**src/rtl/lvl_irq_pkg.sv**
```systemverilog
package lvl_irq_pkg;
  localparam int OFF_ACC  = 'h04;
  localparam int OFF_STAT = 'h50;
  localparam int OFF_EN   = 'h54;
  localparam int OFF_POL  = 'h58;
  localparam int OFF_RAW  = 'h5C;

  typedef enum logic [2:0] {
    SEL_NONE,
    SEL_ACC,
    SEL_STAT,
    SEL_EN,
    SEL_POL,
    SEL_RAW
  } reg_sel_e;
endpackage

```
**src/rtl/irq_sync.sv**
```systemverilog
module irq_sync #(
  parameter int W      = 32,
  parameter int STAGES = 2
) (
  input  logic         clk,
  input  logic         rst,
  input  logic [W-1:0] d,
  output logic [W-1:0] q
);
  logic [W-1:0] stg [STAGES];

  always_ff @(posedge clk) begin
    if (rst) begin
      for (int i = 0; i < STAGES; i++) stg[i] <= '0;
    end else begin
      stg[0] <= d;
      for (int i = 1; i < STAGES; i++) stg[i] <= stg[i-1];
    end
  end

  assign q = stg[STAGES-1];
endmodule

```
**src/rtl/irq_status.sv**
```systemverilog
module irq_status #(
  parameter int W = 32
) (
  input  logic         clk,
  input  logic         rst,
  input  logic [W-1:0] raw,
  input  logic [W-1:0] pol,
  input  logic [W-1:0] clr_mask,
  output logic [W-1:0] status
);
  logic [W-1:0] req;
  logic [W-1:0] status_q;

  assign req = raw ^ pol;

  always_ff @(posedge clk) begin
    if (rst) status_q <= '0;
    else     status_q <= req | (status_q & ~clr_mask);
  end

  assign status = status_q;
endmodule

```
**src/rtl/irq_regs.sv**
```systemverilog
module irq_regs
  import lvl_irq_pkg::*;
#(
  parameter int DW = 32,
  parameter int AW = 8
) (
  input  logic          clk,
  input  logic          rst,
  input  logic          we,
  input  logic [AW-1:0] addr,
  input  logic [DW-1:0] wdata,
  input  logic [DW-1:0] status,
  input  logic [DW-1:0] raw,
  output logic [DW-1:0] en,
  output logic [DW-1:0] pol,
  output logic [DW-1:0] acc,
  output logic [DW-1:0] clr_mask,
  output logic [DW-1:0] rdata
);
  reg_sel_e     sel;
  logic [DW-1:0] en_q, pol_q, acc_q, rd_q, rd_d;

  always_comb begin
    sel = SEL_NONE;
    if      (addr == AW'(OFF_ACC))  sel = SEL_ACC;
    else if (addr == AW'(OFF_STAT)) sel = SEL_STAT;
    else if (addr == AW'(OFF_EN))   sel = SEL_EN;
    else if (addr == AW'(OFF_POL))  sel = SEL_POL;
    else if (addr == AW'(OFF_RAW))  sel = SEL_RAW;
  end

  assign clr_mask = (we && sel == SEL_STAT) ? wdata : '0;

  always_ff @(posedge clk) begin
    if (rst) begin
      en_q  <= '0;
      pol_q <= '0;
      acc_q <= '0;
    end else if (we) begin
      if (sel == SEL_EN)  en_q  <= wdata;
      if (sel == SEL_POL) pol_q <= wdata;
      if (sel == SEL_ACC) acc_q <= wdata;
    end
  end

  always_comb begin
    unique case (sel)
      SEL_ACC:  rd_d = acc_q;
      SEL_STAT: rd_d = status;
      SEL_EN:   rd_d = en_q;
      SEL_POL:  rd_d = pol_q;
      SEL_RAW:  rd_d = raw;
      default:  rd_d = '0;
    endcase
  end

  always_ff @(posedge clk) begin
    if (rst) rd_q <= '0;
    else     rd_q <= rd_d;
  end

  assign en    = en_q;
  assign pol   = pol_q;
  assign acc   = acc_q;
  assign rdata = rd_q;
endmodule

```
**src/rtl/irq_cascade.sv**
```systemverilog
module irq_cascade #(
  parameter int W = 32
) (
  input  logic         clk,
  input  logic         rst,
  input  logic [W-1:0] status,
  input  logic [W-1:0] en,
  input  logic         gate,
  output logic         irq
);
  logic irq_q;

  always_ff @(posedge clk) begin
    if (rst) irq_q <= 1'b0;
    else     irq_q <= gate && (|(status & en));
  end

  assign irq = irq_q;
endmodule

```
**src/rtl/lvl_irq_agg.sv**
```systemverilog
module lvl_irq_agg #(
  parameter int NSRC        = 32,
  parameter int AW          = 8,
  parameter int SYNC_STAGES = 2
) (
  input  logic            clk,
  input  logic            rst,
  input  logic [NSRC-1:0] src_in,
  input  logic            bus_we,
  input  logic [AW-1:0]   bus_addr,
  input  logic [NSRC-1:0] bus_wdata,
  output logic [NSRC-1:0] bus_rdata,
  output logic            irq_out
);
  localparam int DW = NSRC;

  logic [DW-1:0] src_msb;
  logic [DW-1:0] sync_q;
  logic [DW-1:0] status_q, en_q, pol_q, acc_q, clr_mask;

  // source n lands on register bit DW-1-n
  for (genvar n = 0; n < NSRC; n++) begin : g_order
    assign src_msb[DW-1-n] = src_in[n];
  end

  irq_sync #(.W(DW), .STAGES(SYNC_STAGES)) u_sync (
    .clk (clk),
    .rst (rst),
    .d   (src_msb),
    .q   (sync_q)
  );

  irq_status #(.W(DW)) u_status (
    .clk      (clk),
    .rst      (rst),
    .raw      (sync_q),
    .pol      (pol_q),
    .clr_mask (clr_mask),
    .status   (status_q)
  );

  irq_regs #(.DW(DW), .AW(AW)) u_regs (
    .clk      (clk),
    .rst      (rst),
    .we       (bus_we),
    .addr     (bus_addr),
    .wdata    (bus_wdata),
    .status   (status_q),
    .raw      (sync_q),
    .en       (en_q),
    .pol      (pol_q),
    .acc      (acc_q),
    .clr_mask (clr_mask),
    .rdata    (bus_rdata)
  );

  irq_cascade #(.W(DW)) u_casc (
    .clk    (clk),
    .rst    (rst),
    .status (status_q),
    .en     (en_q),
    .gate   (acc_q[0]),
    .irq    (irq_out)
  );
endmodule

```
**config.mk**
```make
export PLATFORM = sky130hd
export DESIGN_NAME = lvl_irq_agg
export DESIGN_NICKNAME = d
export VERILOG_FILES = /design/src/rtl/lvl_irq_pkg.sv /design/src/rtl/irq_sync.sv /design/src/rtl/irq_status.sv /design/src/rtl/irq_regs.sv /design/src/rtl/irq_cascade.sv /design/src/rtl/lvl_irq_agg.sv
export SDC_FILE = /design/constraint.sdc
export NUM_CORES = 1
export LEC_CHECK = 0
export BUFFER_PORTS_ARGS = -buffer_cell sky130_fd_sc_hd__buf_2
export CORE_UTILIZATION = 50
export CTS_CLUSTER_DIAMETER = 100
export DETAILED_ROUTE_END_ITERATION = 10
export GPL_ROUTABILITY_DRIVEN = 0
export PLACE_DENSITY = 0.71
export SETUP_SLACK_MARGIN = 0.05
export SLEW_MARGIN = 20
export SYNTH_ARGS = -nofsm -noshare
export SYNTH_HDL_FRONTEND = slang
export SYNTH_SLANG_ARGS = --single-unit
```
**constraint.sdc**
```tcl
create_clock -name clk -period 5.42 [get_ports clk]
set_clock_uncertainty 0.15 [all_clocks]
set_input_delay 0 -clock clk [delete_from_list [all_inputs] [get_ports clk]]
set_output_delay 0 -clock clk [all_outputs]
set_load 0.01 [all_outputs]
```
==> results of run 1 <==
[power by group]
group	switching [mW]	internal (mW)
Sequential	0.0263	1.69
Clock	0.662	1.07
Combinational	0.109	0.107
[cell families (layout without fill, tap and decap cells)]
kind of cell / count (synthesis) / count (layout)
xor+xnor: 32 / 32
flops: 225 / 225
buf+inv: 81 / 259
compound gates: 305 / 305
simple gates: 323 / 323
[sequential cells by signal (all words and copies together), names as in the netlist]
name / cells
u_regs.en: 32
u_regs.rdata: 32
u_status.status: 32
u_regs.acc: 32
u_regs.pol: 32
u_sync.stg: 64
u_casc.irq: 1
[critical path, stage by stage]
cell and delay (ps):
buf_2 100, or4_4 820, nor4_4 840, nand2_1 110
dlygate4sd3_1 580, a21oi_1 130, dlygate4sd3_1 560
[layout make-up]
type	instances	area, um2
multi-input cells	660	3850
flip-flops and latches	225	4500
repair buffers	213	1570
well taps	220	275
clock buffers	35	723
clock inverters	9	123
fillers	1369	5700
inverters	2	7.51
[per-stage QoR]
step / hold slack, ps / power (mW) / cells
final: 78.2 / 3.66 / 1364
after floorplan: -21.8 / 1.84 / 966
after global routing: 89.4 / 3.77 / 1364
after CTS: 64.6 / 3.67 / 1364
after global placement: 56.2 / 1.91 / 1226
after detailed placement: 62.1 / 1.91 / 1226
[cells in the mapped netlist, types with 2 or more instances]
cell type	instances
buf_6	4
a21oi_1	160
a22oi_1	72
o21ai_1	8
and3_1	9
clkbuf_1	56
nand2_1	195
xnor2_1	32
dfxtp_1	225
nor4_4	3
nand4_1	4
buf_1	3
nand2b_1	33
o41ai_1	32
or4_1	2
nor4_1	2
buf_2	16
a22o_1	32
inv_1	2
nor2b_1	65
nor3_2	2
[metal layers]
layer  share of wire [%]  up-vias
met5                   0        -
met4                 2.6        0
met3                 7.7       56
met2                  48      328
met1                  42     3639
li1                    -     3692
[layout by cell type, fill, tap and decap left out, types with 25 or more instances in the layout]
cell type and n:
a21oi_1 160, a22o_1 32, a22oi_1 72, buf_2 106
clkbuf_16 25, dfxtp_1 225, dlygate4sd3_1 94, nand2_1 195
nand2b_1 33, nor2b_1 65, o41ai_1 32, xnor2_1 32
[final timing paths]
| path | end | slack, ps | cells after the start |
|---|---|---|---|
| setup / recovery | u_regs.en[9] | 2580 | 7 |
| hold / removal | u_regs.rdata[0] | 80 | 5 |
| setup reg to reg | u_casc.irq | 3970 | 4 |
| hold reg to reg | u_sync.stg[0][44] | 280 | 1 |
==> out/results.tsv, run 1 <==
stage	metric	value	unit
outcome	outcome	complete, no violations	
synth	ys_top_cells_by_area	dfxtp_1 (52%), a21oi_1 (9.2%), nand2_1 (8.4%)	
global_route	grt_max_degree	127	
die	rows	47	
synth	synth_nets	1041	
timing	worstMarginPinSlew	1070	ps
synth	synth_area_per_cell	8.99	um2
synth	synth-warning-count	0	
setup_path	cp.arrival	3160	ps
power_and_ir_drop	powerDensity	331	nW/um2
hold_path	worstHoldPathType	input pin to register	
synth	ys_ff_latch	225	
place	place_hpwl	14700	um
power_and_ir_drop	p_leak	3.97	nW
layout	layout-drive-gt1-share	14.9	%
clock_tree	cts_tree	done	
synth	synthFlopType	dfxtp_1	
timing	fin_crit	2840	ps
layout	nNetsFinal	1201	
synth	synth_top_family_by_area	compound AO/OA/AOI/OAI gates	
timing	slew_headroom	28.1	%
route	vias_per_cell	5.66	
synth	synth_xor_area_share	3.23	%
global_route	grtUsageMet3	4.15	%
layout	diodes	0	
layout	final_area	11100	um2
die	die_h	134	um
place	io_buffers	107	
synth	synthCells	966	
global_route	track_usage	28.1	%
synth	ys_seq_area_share	51.9	%
die	ioPinCount	108	
setup_path	crit_path_end_kind	register	
layout	final_util	66.0	%
route	vias	7715	
timing	fin_crit_sh	52.5	%
place	pre_cts_ws	2600	ps
hold_path	hp-start	bus_addr[4]	
global_route	met2_usage	46.2	%
timing	fin_tns_setup	0	ps
clock_tree	cts_htree_levels	1	
clock_tree	insertion_delay	520	ps
place	placed_cell_area	9270	um2
route	ant_nets	0	
setup_path	timing.rr.start	u_status.status[2]	
flow_run	drv_cap	0	
setup_path	crit_path_max_fanout	40	
timing	setup_violations	0	
timing	rsz0062_at_grt	false	
clock_tree	clockBufferDepth	3	
global_route	gr-max-usage-layer	met2	
global_route	grt_pass1_wl	39500	um
clock_tree	cts_setup_buffers	0	
global_route	grt_antenna_before_repair	0	
synth	synth_mux_area_share	0	%
clock_tree	clk_pin_slew	60	ps
clock_tree	numCtsBuffers	24	
setup_path	worstSetupStartpoint	bus_addr[5]	
synth	synth-compound-area-share	22.5	%
clock_tree	clock_sinks	225	
global_route	grtUsageMet1	37.5	%
synth	synth_area	8680	um2
timing	setup_slack	2580	ps
synth	synth-simple-area-share	18.3	%
route	drc	0	
setup_path	start_kind	input pin	
route	wl_per_cell	18.6	um
timing	maxSlewViolCount	0	
timing	hold_viol_final	0	
route	routed_wl	25300	um
die	die_x	134	um
synth	yosysTopAreaCellShare	51.9	%
power_and_ir_drop	ir_drop	0.000274	V
clock_tree	post_cts_resized	0	
route	drtIter0Drc	805	
synth	synth_area_leader_cell	dfxtp_1	
die	core_region_area	16800	um2
synth	synth_edf_count	0	
setup_path	path_class	input pin to register	
die	start_util	51.8	%
clock_tree	cts_hold_buf	94	
synth	ys_types	30	
global_route	overflow	0	
synth	synth_adder_area_share	0	%
die	dieArea	17900	um2
layout	syn_to_final_growth	27.4	%
global_route	grt_pass1_vias	7219	
route	firstDrtPassIters	5	
synth	async_reset_ff_share	0	%
setup_path	cp.required	5730	ps
clock_tree	cts-root-buf	clkbuf_16	
timing	fmax	0.352	GHz
Note: power is estimated with default switching activity, not from simulation.
==> inputs of run 2 (changes only) <==
==> constraint.sdc (replaced) <==
create_clock -name clk -period 2.8 [get_ports clk]
set_clock_uncertainty 0.15 [all_clocks]
set_input_delay 0 -clock clk [delete_from_list [all_inputs] [get_ports clk]]
set_output_delay 0 -clock clk [all_outputs]
set_load 0.01 [all_outputs]
==> out/results.tsv, run 2 (synthesis gave the netlist of run 1 again) <==
stage	metric	value	unit
clock_tree	clk_pin_slew	60	ps
route	wl_per_cell	18.9	um
global_route	grt_max_degree	65	
timing	setup_violations	0	
setup_path	start_kind	input pin	
route	firstDrtPassIters	5	
route	routed_wl	25800	um
outcome	outcome	complete, no violations	
timing	fin_crit	2150	ps
setup_path	cp.required	3070	ps
timing	worstMarginPinSlew	769	ps
timing	fin_tns_setup	0	ps
setup_path	path_class	input pin to register	
power_and_ir_drop	p_leak	3.97	nW
clock_tree	cts_htree_levels	1	
route	ant_nets	0	
power_and_ir_drop	ir_drop	0.000492	V
global_route	grt_pass1_vias	7695	
setup_path	crit_path_end_kind	register	
clock_tree	cts-root-buf	clkbuf_16	
layout	regArea	4500	um2
setup_path	crit_path_max_fanout	29	
die	core_region_area	16800	um2
power_and_ir_drop	switchingPower	1.53	mW
route	drtIter0Drc	864	
hold_path	worstHoldPathType	input pin to register	
timing	hold_viol_final	0	
layout	multi_input_area	3830	um2
power_and_ir_drop	comb_power_share	5.9	%
power_and_ir_drop	p_int	5.57	mW
power_and_ir_drop	swShare	21.5	%
die	ioPinCount	108	
die	rows	47	
timing	fmax	0.465	GHz
layout	nNetsFinal	1201	
layout	diodes	0	
clock_tree	clockBufferDepth	3	
global_route	overflow	0	
power_and_ir_drop	clkPwrFrac	47.4	%
route	drc	0	
power_and_ir_drop	p_total	7.10	mW
timing	maxSlewViolCount	0	
timing	fin_crit_sh	76.8	%
place	io_buffers	107	
power_and_ir_drop	powerDensity	644	nW/um2
layout	final_common_cell	dfxtp_1	
clock_tree	insertion_delay	510	ps
setup_path	reg2reg_depth	4	
layout	layout-drive-gt1-share	16.4	%
global_route	grt_antenna_before_repair	0	
clock_tree	cts_tree	done	
clock_tree	numCtsBuffers	24	
power_and_ir_drop	seqPwrFrac	46.8	%
die	die_x	134	um
global_route	grt_pass1_wl	41000	um
flow_run	drv_cap	0	
clock_tree	clock_sinks	225	
die	start_util	51.8	%
layout	final_cell_mix	dfxtp_1 (225), nand2_1 (195), a21oi_1 (160)	
layout	syn_to_final_growth	27.0	%
layout	largest_reg_flops	64	
setup_path	cp.arrival	2420	ps
timing	slew_headroom	48.7	%
route	vias	7861	
die	dieArea	17900	um2
die	die_h	134	um
hold_path	whs_path_depth	6	
timing	rsz0062_at_grt	false	
place	place_hpwl	15500	um
layout	regMostFlops	u_sync.stg	
route	vias_per_cell	5.76	
global_route	track_usage	29.1	%
layout	fillers	1338	
run 2: cell count changes in the layout (fill, tap and decap cells not counted), moves of 2 or more:
cell | before | now
dlygate4sd3_1 | 94 | 73
buf_4 | 12 | 31
clkinv_2 | 5 | 2
buf_12 | 0 | 2
clkbuf_1 | 4 | 6
run 2: power by group through the flow:
stage / Clock, mW / Combinational, mW / Sequential, mW
finish: 3.36 / 0.417 / 3.32
global route: 3.55 / 0.447 / 3.33
CTS: 3.40 / 0.410 / 3.32
detailed placement: 0 / 0.330 / 3.39
global placement: 0 / 0.326 / 3.39
floorplan: 0 / 0.191 / 3.37
run 2: per-stage QoR:
stage                     setup WS (ps)  area (um2)  std cells  hold slack (ps)  utilization [%]
after detailed placement            573        9440       1247             63.5             56.3
after CTS                           758       11000       1364             6.13             65.8
after global routing                596       11000       1364             41.8             65.8
after floorplan                    1070        8680        966            -21.8                -
after global placement              606        9440       1247             55.3             56.3
final                               650       11000       1364             36.7             65.8
run 2: what timing repair did:
item                                   4_1_cts  5_1_grt
hold buffers                                73        0
buffers inserted                             0        0
endpoints found under the hold margin      175        0
resized for setup                            0        0
run 2: area by class of cell:
class	count	area share [%]
well taps	220	2.50
repair buffers	213	14.0
clock inverters	6	1.01
clock buffers	38	6.75
flip-flops and latches	225	40.9
inverters	2	0.0681
multi-input cells	660	34.8
run 2: worst max-delay path, stage by stage:
cell and delay, ps:
dlygate4sd3_1 540, buf_2 210, buf_4 280, nor2_2 650, buf_4 330, a22o_1 140
a22oi_1 60, a21oi_1 200
run 2: final timing paths:
kind / start / endpoint / slack (ps)
setup / recovery: bus_addr[2] / u_regs.rdata[28] / 650
hold / removal: bus_addr[3] / u_regs.pol[30] / 40
setup reg to reg: u_status.status[2] / u_casc.irq / 1320
hold reg to reg: u_sync.stg[0][10] / u_sync.stg[0][42] / 280
run 2: layer usage:
layer,wire [um],global-route usage (%),vias to the layer above
met1,10800,38.0,3665
li1,-,-,3691
met3,2180,5.56,80
met2,11900,46.2,425
met5,0,0,-
met4,916,13.7,0
